$ cat src/rtl/duty_clk_div_pkg.sv
package duty_clk_div_pkg;

  // Strobes from control to the datapath.
  typedef struct packed {
    logic restart;  // restart in progress: hold level, capture settings
    logic advance;  // run counter may step this cycle
  } divStrobe_t;

endpackage

$ cat src/rtl/duty_clk_div_ctrl.sv
module duty_clk_div_ctrl
  import duty_clk_div_pkg::*;
#(
  parameter int unsigned PH_W = 4
) (
  input  logic            clkIn,
  input  logic            rstN,
  input  logic            syncIn,
  input  logic            noSync,
  input  logic [PH_W-1:0] phaseOff,
  output divStrobe_t      strobe
);

  localparam logic [PH_W-1:0] PH_ONE  = PH_W'(1);
  localparam logic [PH_W-1:0] PH_ZERO = '0;

  logic            syncActive;
  logic [PH_W-1:0] phaseCnt;

  assign syncActive = syncIn & ~noSync;

  // Phase wait counter: loaded during restart, counts down after release.
  always_ff @(posedge clkIn) begin
    if (!rstN) begin
      phaseCnt <= PH_ZERO;
    end else if (syncActive) begin
      phaseCnt <= phaseOff;
    end else if (phaseCnt != PH_ZERO) begin
      phaseCnt <= phaseCnt - PH_ONE;
    end
  end

  always_comb begin
    strobe.restart = syncActive;
    strobe.advance = ~syncActive && (phaseCnt == PH_ZERO);
  end

  // an ignored restart never reaches the datapath
  a_r8_nosync_blocks: assert property (@(posedge clkIn) disable iff (!rstN)
    noSync |-> !strobe.restart);

  // once released, the wait lasts no longer than the captured offset
  a_r7_wait_shrinks: assert property (@(posedge clkIn) disable iff (!rstN)
    (!strobe.restart && phaseCnt != PH_ZERO) |=>
      (strobe.restart || phaseCnt == $past(phaseCnt) - PH_ONE));

endmodule

$ cat src/rtl/duty_clk_div_dp.sv
module duty_clk_div_dp
  import duty_clk_div_pkg::*;
#(
  parameter int unsigned CNT_W    = 4,
  parameter int unsigned DEF_LOW  = 0,
  parameter int unsigned DEF_HIGH = 0
) (
  input  logic             clkIn,
  input  logic             rstN,
  input  divStrobe_t       strobe,
  input  logic [CNT_W-1:0] lowCnt,
  input  logic [CNT_W-1:0] highCnt,
  input  logic             startHigh,
  input  logic             bypass,
  input  logic             noSync,
  input  logic             forceHigh,
  output logic             divOut
);

  localparam logic [CNT_W-1:0] CNT_ONE  = CNT_W'(1);
  localparam logic [CNT_W-1:0] RST_LOW  = CNT_W'(DEF_LOW);
  localparam logic [CNT_W-1:0] RST_HIGH = CNT_W'(DEF_HIGH);

  logic             outLvl;
  logic             startSh;
  logic [CNT_W-1:0] runCnt;
  logic [CNT_W-1:0] lowSh;
  logic [CNT_W-1:0] highSh;
  logic [CNT_W-1:0] curLim;
  logic             runEnd;
  logic             periodEnd;

  assign curLim    = outLvl ? highSh : lowSh;
  assign runEnd    = strobe.advance && (runCnt == curLim);
  assign periodEnd = runEnd && ((~outLvl) == startSh);

  // Level register and run counter
  always_ff @(posedge clkIn) begin
    if (!rstN) begin
      outLvl <= 1'b0;
      runCnt <= '0;
    end else if (strobe.restart) begin
      outLvl <= startHigh;
      runCnt <= '0;
    end else if (runEnd) begin
      outLvl <= ~outLvl;
      runCnt <= '0;
    end else if (strobe.advance) begin
      runCnt <= runCnt + CNT_ONE;
    end
  end

  // Shadow settings: taken at restart or at the close of a period
  always_ff @(posedge clkIn) begin
    if (!rstN) begin
      lowSh   <= RST_LOW;
      highSh  <= RST_HIGH;
      startSh <= 1'b0;
    end else if (strobe.restart) begin
      lowSh   <= lowCnt;
      highSh  <= highCnt;
      startSh <= startHigh;
    end else if (periodEnd) begin
      lowSh   <= lowCnt;
      highSh  <= highCnt;
    end
  end

  // Output selection: bypass routes the input clock through
  always_comb begin
    if (bypass)                divOut = clkIn;
    else if (noSync && forceHigh) divOut = 1'b1;
    else                       divOut = outLvl;
  end

  // restart puts the level at the requested start value
  a_r5_restart_level: assert property (@(posedge clkIn) disable iff (!rstN)
    strobe.restart |=> (outLvl == $past(startHigh)) && (runCnt == '0));

  // a low run never counts past its limit
  a_r2_low_bound: assert property (@(posedge clkIn) disable iff (!rstN)
    !outLvl |-> runCnt <= lowSh);

  // a high run never counts past its limit
  a_r3_high_bound: assert property (@(posedge clkIn) disable iff (!rstN)
    outLvl |-> runCnt <= highSh);

  // with the counter stalled, the captured counts do not move
  a_r4_counts_hold: assert property (@(posedge clkIn) disable iff (!rstN)
    (!strobe.restart && !strobe.advance) |=> $stable(lowSh) && $stable(highSh));

  // during the phase wait the level stays put
  a_r7_wait_level: assert property (@(posedge clkIn) disable iff (!rstN)
    (!strobe.restart && !strobe.advance) |=> $stable(outLvl));

endmodule

$ cat src/rtl/duty_clk_div.sv
module duty_clk_div
  import duty_clk_div_pkg::*;
#(
  parameter int unsigned CNT_W    = 4,
  parameter int unsigned PH_W     = 4,
  parameter int unsigned DEF_LOW  = 0,
  parameter int unsigned DEF_HIGH = 0
) (
  input  logic             clkIn,
  input  logic             rstN,
  input  logic             syncIn,
  input  logic [CNT_W-1:0] lowCnt,
  input  logic [CNT_W-1:0] highCnt,
  input  logic             bypass,
  input  logic             noSync,
  input  logic             forceHigh,
  input  logic             startHigh,
  input  logic [PH_W-1:0]  phaseOff,
  output logic             divOut
);

  divStrobe_t strobe;

  duty_clk_div_ctrl #(.PH_W(PH_W)) u_ctrl (
    .clkIn    (clkIn),
    .rstN     (rstN),
    .syncIn   (syncIn),
    .noSync   (noSync),
    .phaseOff (phaseOff),
    .strobe   (strobe)
  );

  duty_clk_div_dp #(
    .CNT_W    (CNT_W),
    .DEF_LOW  (DEF_LOW),
    .DEF_HIGH (DEF_HIGH)
  ) u_dp (
    .clkIn     (clkIn),
    .rstN      (rstN),
    .strobe    (strobe),
    .lowCnt    (lowCnt),
    .highCnt   (highCnt),
    .startHigh (startHigh),
    .bypass    (bypass),
    .noSync    (noSync),
    .forceHigh (forceHigh),
    .divOut    (divOut)
  );

endmodule

$ cat config.mk
export PLATFORM = sky130hd
export DESIGN_NAME = duty_clk_div
export DESIGN_NICKNAME = d
export VERILOG_FILES = /design/src/rtl/duty_clk_div_pkg.sv /design/src/rtl/duty_clk_div_ctrl.sv /design/src/rtl/duty_clk_div_dp.sv /design/src/rtl/duty_clk_div.sv
export SDC_FILE = /design/constraint.sdc
export NUM_CORES = 1
export LEC_CHECK = 0
export BUFFER_PORTS_ARGS = -buffer_cell sky130_fd_sc_hd__buf_4
export CAP_MARGIN = 40
export CELL_PAD_IN_SITES_DETAIL_PLACEMENT = 1
export CELL_PAD_IN_SITES_GLOBAL_PLACEMENT = 1
export CORE_AREA = 2 2 60 50
export CTS_CLUSTER_DIAMETER = 200
export DETAILED_ROUTE_END_ITERATION = 8
export DIE_AREA = 0 0 62 52
export PLACE_DENSITY_LB_ADDON = 0.1
export SYNTH_ARGS = -nofsm -noshare
export SYNTH_HDL_FRONTEND = slang
export SYNTH_HIERARCHICAL = 1
export SYNTH_SLANG_ARGS = --single-unit
$ cat constraint.sdc
create_clock -name clkIn -period 2.2 [get_ports clkIn]
set_input_delay 0.11 -clock clkIn [delete_from_list [all_inputs] [get_ports clkIn]]
set_output_delay 0.11 -clock clkIn [all_outputs]
set_load 0.005 [all_outputs]
==> results of run 1 <==
## worst paths after layout
path,start,end,depth (start not counted)
worst min-delay path,rstN,u_ctrl/phaseCnt[2],2
worst max register to register,u_ctrl/phaseCnt[0],u_dp/lowSh[1],8
worst min register to register,u_dp/highSh[1],u_dp/highSh[1],1
worst max-delay path,u_ctrl/phaseCnt[0],u_dp/lowSh[1],8
## logic make-up (layout without fill, tap and decap cells)
group	after synthesis	after routing	share of synthesized area (%)
simple gates	26	26	15.1
compound gates	20	20	18.3
flops	18	18	39.6
xor+xnor	9	9	8.65
buf+inv	8	48	5.36
mux	7	7	8.93
fa+ha+maj	3	3	4.12
## flip-flops by register name, indices dropped and copies added, names as in the netlist
register and flops:
u_ctrl/phaseCnt 4, u_dp/highSh 4, u_dp/lowSh 4, u_dp/runCnt 4, u_dp/outLvl 1, u_dp/startSh 1
## synth_stat cells (all sizes together)
master,n,area [um2]
a22o,8,70.1
a222oi,1,10.0
or3b,1,8.76
nand2b,3,18.8
and3,1,6.26
mux2,3,41.3
xor2,4,35.0
o21ai,5,40.0
a31oi,1,6.26
a21boi,1,7.51
xnor2,5,43.8
buf,3,30.0
o21a,1,7.51
ha,3,37.5
nand4,2,18.8
nand2,6,22.5
or2b,1,7.51
nor3,1,5.00
mux2i,4,40.0
o22a,1,10.0
a21oi,1,5.00
inv,5,18.8
nand3,5,25.0
o211a,1,10.0
nor2,5,18.8
nor2b,1,6.26
dfxtp,18,360
## final cells by class
type                       count  area share, %
multi-input combinational     65           38.9
sequential                    18           27.9
timing repair buffer          35           22.9
clock buffer                   8           5.14
tap                           38           3.69
inverter                       5           1.45
## worst max-delay path: stages, from the launching register on
cell	delay, ns
dfxtp_1	0.35
inv_1	0.08
ha_1	0.13
or3b_1	0.36
nor2_1	0.13
o21a_1	0.17
and3_1	0.16
a31oi_1	0.24
a22o_1	0.28
## repair_timing
action,CTS,global route
hold endpoints to repair,13,0
resized for setup,0,0
hold buffers,13,0
## layer usage
layer	up-vias	share of wire (%)	track usage (%)
li1	405	-	-
met1	364	52	20.5
met2	19	44	23.4
met3	2	4.4	7.46
met4	0	0.19	4.96
met5	-	0	0
## metrics by stage
step           cell area [um2]  total power, W  hold WS (ns)
2_1_floorplan              911        0.000980         0.214
3_3_place_gp              1100         0.00111         0.293
3_5_place_dp              1100         0.00112         0.293
4_1_cts                   1290         0.00144       0.00731
5_1_grt                   1290         0.00154       0.00861
6_report                  1290         0.00141        0.0215
## power breakdown
part / total [W] / switching, W / internal [W]
combinational: 0.000633 / 0.000286 / 0.000348
sequential: 0.000469 / 0.0000639 / 0.000405
clock: 0.000311 / 0.000134 / 0.000177
==> impl_metrics.env, run 1 <==
export IMPL_status="complete, no violations"
export IMPL_die_area_um2=3220
export IMPL_seqCellArea_um2=360
export IMPL_fin_setup_tns_ns=0
export IMPL_grt_pass1_vias=846
export IMPL_num_vias=790
export IMPL_place_gp_congestion=0.689
export IMPL_nets=154
export IMPL_place_ws_ns=0.218
export IMPL_drc=0
export IMPL_layout_drive_gt1_share_pct=28.2
export IMPL_final_cells=169
export IMPL_finalHoldViolations=0
export IMPL_antenna_found_initial=0
export IMPL_r2r_slack_ns=0.19
export IMPL_pin_count=20
export IMPL_critPathArrivalTime_ns=2.31
export IMPL_port_buffers=19
export IMPL_max_clock_freq_mhz=497
export IMPL_ant_nets=0
export IMPL_drt_iter0_drc=14
export IMPL_ir_drop_mv=0.459
export IMPL_fin_crit_ns=2.01
export IMPL_ys_warn_count=6
export IMPL_grt_pass1_wl_um=3680
export IMPL_wl_um=2090
export IMPL_ys_ff_latch=18
export IMPL_cap_violations=0
export IMPL_crit_fanout=8
export IMPL_via_per_inst=4.67
export IMPL_worstSetupPathType="flop to flop"
export IMPL_dp_cells=149
export IMPL_layout_common_cells="buf_4, dfxtp_1, dlygate4sd3_1"
export IMPL_final_util_pct=48.5
export IMPL_finClkSkew_ns=0.00733
export IMPL_clk_pin_slew_ns=0.11
export IMPL_multi_input_area_um2=502
export IMPL_track_usage_pct=16.0
export IMPL_rsz0062_at_grt="no"
export IMPL_dieWidth_um=62
export IMPL_tightest_slew_ns=0.712
export IMPL_cellPowerDensity_nw_per_um2=1100
export IMPL_setup_worst_path_end_class="flop"
export IMPL_syn_area_um2=911
export IMPL_ys_seq_area_share_pct=39.6
export IMPL_setup_violations=0
export IMPL_avgSynthCellArea_um2=10.0
export IMPL_startpoint_type="flop"
export IMPL_final_common_cell="buf_4"
export IMPL_core_um2=2660
export IMPL_dr_pass1_iters=4
export IMPL_hpwl_um=1550
export IMPL_antenna_cells=0
export IMPL_netlist_instances=91
export IMPL_min_path_type="input port to flop"
export IMPL_synth_cell_type_count=32
export IMPL_clk_latency_ns=0.40
export IMPL_maxSlewViolCount=0
export IMPL_die_h_um=52
export IMPL_syn_nets=113
export IMPL_postCtsSetupRepairBufs=0
export IMPL_grt_max_degree=12
export IMPL_relSlewSlack_pct=52.3
export IMPL_setup_ws_ns=0.189
export IMPL_final_period_utilization_pct=91.4
export IMPL_routedWlPerCell_um=12.4
export IMPL_syn_to_final_growth_pct=41.6
export IMPL_cellLeakagePower_nw=0.563
export IMPL_initial_core_util_pct=34.3
export IMPL_cts_tree="done"
export IMPL_num_fill_cells=300
export IMPL_rows=17
export IMPL_worstPathRequired_ns=2.50
export IMPL_overflow=0
No activity file was read; power rests on OpenSTA's default activity.
==> run 2, diff against run 1 <==
--- a/config.mk
+++ b/config.mk
@@ -5,14 +5,14 @@
 export SDC_FILE = /design/constraint.sdc
 export NUM_CORES = 1
 export LEC_CHECK = 0
-export BUFFER_PORTS_ARGS = -buffer_cell sky130_fd_sc_hd__buf_4
 export CAP_MARGIN = 40
 export CELL_PAD_IN_SITES_DETAIL_PLACEMENT = 1
 export CELL_PAD_IN_SITES_GLOBAL_PLACEMENT = 1
-export CORE_AREA = 2 2 60 50
+export CORE_AREA = 2 2 56 48
 export CTS_CLUSTER_DIAMETER = 200
 export DETAILED_ROUTE_END_ITERATION = 8
-export DIE_AREA = 0 0 62 52
+export DIE_AREA = 0 0 58 50
+export DONT_BUFFER_PORTS = 1
 export PLACE_DENSITY_LB_ADDON = 0.1
 export SYNTH_ARGS = -nofsm -noshare
 export SYNTH_HDL_FRONTEND = slang
==> impl_metrics.env, run 2 (synthesis gave the netlist of run 1 again) <==
export IMPL_cpPeakStageDelay_ns=0.55
export IMPL_critPathArrivalTime_ns=2.43
export IMPL_finClkSkew_ns=0.00302
export IMPL_min_path_type="input port to flop"
export IMPL_dieWidth_um=58
export IMPL_grt_max_degree=11
export IMPL_startpoint_type="flop"
export IMPL_maxSlewViolCount=0
export IMPL_rsz0062_at_grt="no"
export IMPL_seqCellArea_um2=360
export IMPL_status="complete, no violations"
export IMPL_die_area_um2=2900
export IMPL_final_common_cell="dfxtp_1"
export IMPL_antenna_found_initial=0
export IMPL_num_vias=750
export IMPL_die_h_um=50
export IMPL_overflow=0
export IMPL_reg2reg_depth=5
export IMPL_setup_violations=0
export IMPL_hpwl_um=1430
export IMPL_track_usage_pct=17.8
export IMPL_final_util_pct=50.1
export IMPL_cap_violations=0
export IMPL_layout_drive_gt1_share_pct=15.8
export IMPL_multi_input_area_um2=508
export IMPL_finalHoldViolations=0
export IMPL_cp_top_family="compound AO/OA/AOI/OAI gates"
export IMPL_antenna_cells=0
export IMPL_grt_pass1_wl_um=3780
export IMPL_pin_count=20
export IMPL_syn_to_final_growth_pct=27.6
export IMPL_cts_tree="done"
export IMPL_relSlewSlack_pct=63.2
export IMPL_drc=0
export IMPL_ir_drop_mv=0.638
export IMPL_holdPathEnd="u_ctrl/phaseCnt[1]"
export IMPL_worstSetupPathType="flop to flop"
export IMPL_path_cells="mux2_4 > a222oi_1 > nand4_2 > o21ai_4 > a22o_1"
export IMPL_total_power_w=0.00142
export IMPL_drt_iter0_drc=11
export IMPL_holdPathStages=3
export IMPL_worstPathRequired_ns=2.56
export IMPL_layout_common_cells="dfxtp_1, dlygate4sd3_1, a22o_1"
export IMPL_r2r_end="u_dp/lowSh[2]"
export IMPL_fin_setup_tns_ns=0
export IMPL_routedWlPerCell_um=15.2
export IMPL_rows=16
export IMPL_clk_pin_slew_ns=0.11
export IMPL_postCtsSetupRepairBufs=0
export IMPL_r2r_start="u_dp/outLvl"
export IMPL_r2r_slack_ns=0.13
export IMPL_grt_pass1_vias=811
export IMPL_cellLeakagePower_nw=0.483
export IMPL_clk_latency_ns=0.41
export IMPL_initial_core_util_pct=39.2
export IMPL_via_per_inst=5.32
export IMPL_setup_worst_path_end_class="flop"
export IMPL_nets=137
export IMPL_tightest_slew_ns=0.551
export IMPL_fin_crit_ns=2.07
export IMPL_num_fill_cells=273
export IMPL_path_depth=5
export IMPL_wl_um=2150
export IMPL_port_buffers=0
export IMPL_place_gp_congestion=0.692
export IMPL_crit_fanout=8
export IMPL_cellPowerDensity_nw_per_um2=1220
export IMPL_slowest_stage="a222oi_1"
export IMPL_dr_pass1_iters=4
export IMPL_final_period_utilization_pct=94.0
export IMPL_core_um2=2320
export IMPL_min_from="syncIn"
export IMPL_path_buf_inv=0
export IMPL_ant_nets=0
export IMPL_max_clock_freq_mhz=484
==> run 2: cell count changes in the layout (fill, tap and decap cells not counted) <==
cell,delta
a31oi_1,-1
a31oi_2,+1
buf_4,-20
dlygate4sd3_1,+3
==> run 2: worst max-delay path by stage <==
stage | start | endpoint | slack (ns)
floorplan | u_ctrl/phaseCnt[0] | u_dp/highSh[0] | 0.12
global placement | u_ctrl/phaseCnt[0] | u_dp/lowSh[3] | 0.22
detailed placement | u_ctrl/phaseCnt[0] | u_dp/lowSh[2] | 0.17
CTS | u_ctrl/phaseCnt[0] | u_dp/lowSh[2] | 0.14
global route | u_dp/outLvl | u_dp/lowSh[1] | 0.005
finish | u_dp/outLvl | u_dp/lowSh[2] | 0.13
==> run 2: area by class of cell <==
cell class	count	area share [%]
Multi-Input combinational cell	65	43.7
Timing Repair Buffer	19	15.7
Inverter	5	1.61
Clock buffer	7	5.06
Tap cell	27	2.91
Sequential cell	18	31.0
==> run 2: power breakdown <==
group	internal [W]	switching [W]
Sequential	0.000405	0.0000637
Clock	0.000165	0.000140
Combinational	0.000352	0.000295
==> run 2: routing by layer <==
metal  wire, um  global-route usage [%]  up-vias
met3         94                    4.72        4
met1       1040                    22.7      357
met2        970                    26.7       21
met5          0                       0        -
met4         44                    10.1        0
li1           -                       -      368
==> run 2: worst min-delay path: stages <==
cell and delay [ns]:
nand2b_1 0.09, nand2_1 0.13, o21ai_2 0.06
==> run 2: what timing repair did <==
action | CTS | global route
resized for setup | 0 | 1
setup endpoints to repair | 0 | 8
hold endpoints to repair | 14 | 0
hold buffers | 16 | 0
==> run 2: per-stage QoR <==
| step | hold WS, ns | instance area (um2) | worst slack [ns] | std cells |
|---|---|---|---|---|
| 6_report | 0.0139 | 1160 | 0.132 | 141 |
| 4_1_cts | 0.0000337 | 1160 | 0.138 | 141 |
| 5_1_grt | 0.0336 | 1160 | 0.00490 | 141 |
| 3_5_place_dp | 0.214 | 937 | 0.166 | 118 |
| 3_3_place_gp | 0.214 | 937 | 0.216 | 118 |
| 2_1_floorplan | 0.214 | 911 | 0.116 | 91 |
==> run 3, diff against run 2 <==
--- a/config.mk
+++ b/config.mk
@@ -14,6 +14,7 @@
 export DIE_AREA = 0 0 58 50
 export DONT_BUFFER_PORTS = 1
 export PLACE_DENSITY_LB_ADDON = 0.1
+export REMOVE_ABC_BUFFERS = 1
 export SYNTH_ARGS = -nofsm -noshare
 export SYNTH_HDL_FRONTEND = slang
 export SYNTH_HIERARCHICAL = 1
==> impl_metrics.env, run 3 (synthesis gave the netlist of run 1 again) <==
export IMPL_setup_violations=0
export IMPL_max_clock_freq_mhz=490
export IMPL_nets=136
export IMPL_grt_pass1_vias=775
export IMPL_cellLeakagePower_nw=0.477
export IMPL_final_common_cell="dfxtp_1"
export IMPL_worstSetupPathType="flop to flop"
export IMPL_drc=0
export IMPL_die_h_um=50
export IMPL_dr_pass1_iters=4
export IMPL_antenna_found_initial=0
export IMPL_postCtsSetupRepairBufs=0
export IMPL_seqCellArea_um2=362
export IMPL_place_gp_congestion=0.771
export IMPL_layout_common_cells="dfxtp_1, dlygate4sd3_1, a22o_1"
export IMPL_port_buffers=0
export IMPL_holdPathStages=3
export IMPL_ant_nets=0
export IMPL_ir_drop_mv=0.617
export IMPL_routedWlPerCell_um=15.7
export IMPL_dieWidth_um=58
export IMPL_num_vias=722
export IMPL_r2r_slack_ns=0.16
export IMPL_tightest_slew_ns=0.496
export IMPL_cap_violations=0
export IMPL_min_path_type="input port to flop"
export IMPL_clk_pin_slew_ns=0.10
export IMPL_cellPowerDensity_nw_per_um2=1220
export IMPL_antenna_cells=0
export IMPL_core_um2=2320
export IMPL_syn_to_final_growth_pct=26.4
export IMPL_critPathArrivalTime_ns=2.40
export IMPL_final_util_pct=49.6
export IMPL_die_area_um2=2900
export IMPL_fin_setup_tns_ns=0
export IMPL_place_ws_ns=0.118
export IMPL_num_fill_cells=274
export IMPL_worstPathRequired_ns=2.56
export IMPL_finalHoldViolations=0
export IMPL_r2r_end="u_dp/lowSh[0]"
export IMPL_multi_input_area_um2=508
export IMPL_rsz0062_at_grt="no"
export IMPL_overflow=0
export IMPL_track_usage_pct=17.8
export IMPL_cts_tree="done"
export IMPL_setup_ws_ns=0.160
export IMPL_holdPathEnd="u_ctrl/phaseCnt[1]"
export IMPL_initial_core_util_pct=39.2
export IMPL_startpoint_type="flop"
export IMPL_setup_worst_path_end_class="flop"
export IMPL_reg2reg_depth=5
export IMPL_fin_crit_ns=2.04
export IMPL_maxSlewViolCount=0
export IMPL_grt_max_degree=11
export IMPL_final_period_utilization_pct=92.7
export IMPL_status="complete, no violations"
export IMPL_rows=16
export IMPL_via_per_inst=5.16
export IMPL_drt_iter0_drc=14
export IMPL_clk_latency_ns=0.41
export IMPL_crit_fanout=8
export IMPL_pin_count=20
export IMPL_layout_drive_gt1_share_pct=17.7
export IMPL_r2r_start="u_dp/outLvl"
export IMPL_wl_um=2190
export IMPL_min_from="syncIn"
export IMPL_hpwl_um=1450
export IMPL_relSlewSlack_pct=66.9
export IMPL_grt_pass1_wl_um=3600
export IMPL_finClkSkew_ns=0.00124
-- run 3: cell types whose count changed in the layout (fill, tap and decap cells not counted), sizes merged --
cell and change:
buf +1, dlygate4sd3 -2
-- run 3: worst max-delay path, stage by stage (launching register included) --
cell and delay (ns):
dfxtp_2 0.42, mux2_4 0.32, a222oi_1 0.49, nand4_2 0.23
o21ai_4 0.32, a22o_1 0.19
-- run 3: layout make-up --
type	instances	share of cell area, %
clock buffer	7	5.11
inverter	5	1.63
multi-input combinational	65	44.1
sequential	18	31.4
tap	27	2.93
timing repair buffer	18	14.8
-- run 3: timing repair --
item / in CTS / in global routing
endpoints found under the setup margin: 0 / 8
gates resized for setup: 0 / 2
hold endpoints to repair: 14 / 0
hold buffers: 14 / 0
-- run 3: power breakdown --
part / internal, W / leakage, nW / total (W) / switching (W)
sequential: 0.000407 / 0.148 / 0.000480 / 0.0000728
combinational: 0.000333 / 0.291 / 0.000628 / 0.000295
clock: 0.000165 / 0.0384 / 0.000292 / 0.000127
total: 0.000905 / 0.477 / 0.00140 / 0.000495
-- run 3: worst max path at each step --
stage | startpoint | to | slack, ns | cells past startpoint
6_report | u_dp/outLvl | u_dp/lowSh[0] | 0.16 | 5
5_1_grt | u_dp/outLvl | u_dp/highSh[1] | 0.03 | 5
4_1_cts | u_dp/outLvl | u_dp/lowSh[0] | 0.09 | 5
3_5_place_dp | u_dp/outLvl | u_dp/lowSh[0] | 0.12 | 5
3_3_place_gp | u_dp/outLvl | u_dp/lowSh[1] | 0.17 | 5
2_1_floorplan | u_ctrl/phaseCnt[0] | u_dp/highSh[0] | 0.14 | 8
-- run 3: metrics by stage --
stage | power (W) | hold WS (ns) | cells | cell area, um2
detailed placement | 0.00108 | 0.214 | 119 | 945
floorplan | 0.000923 | 0.214 | 88 | 881
CTS | 0.00141 | 0.0189 | 140 | 1140
global route | 0.00152 | 0.0526 | 140 | 1150
finish | 0.00140 | 0.0473 | 140 | 1150
global placement | 0.00108 | 0.214 | 119 | 945
-- run 3: metal layers --
layer  vias up  track usage [%]  share of wire (%)
met5         -                0                  0
met4         0             8.91                1.0
met3         2             9.71                5.3
met2        18             24.6                 43
met1       337             21.9                 51
li1        365                -                  -
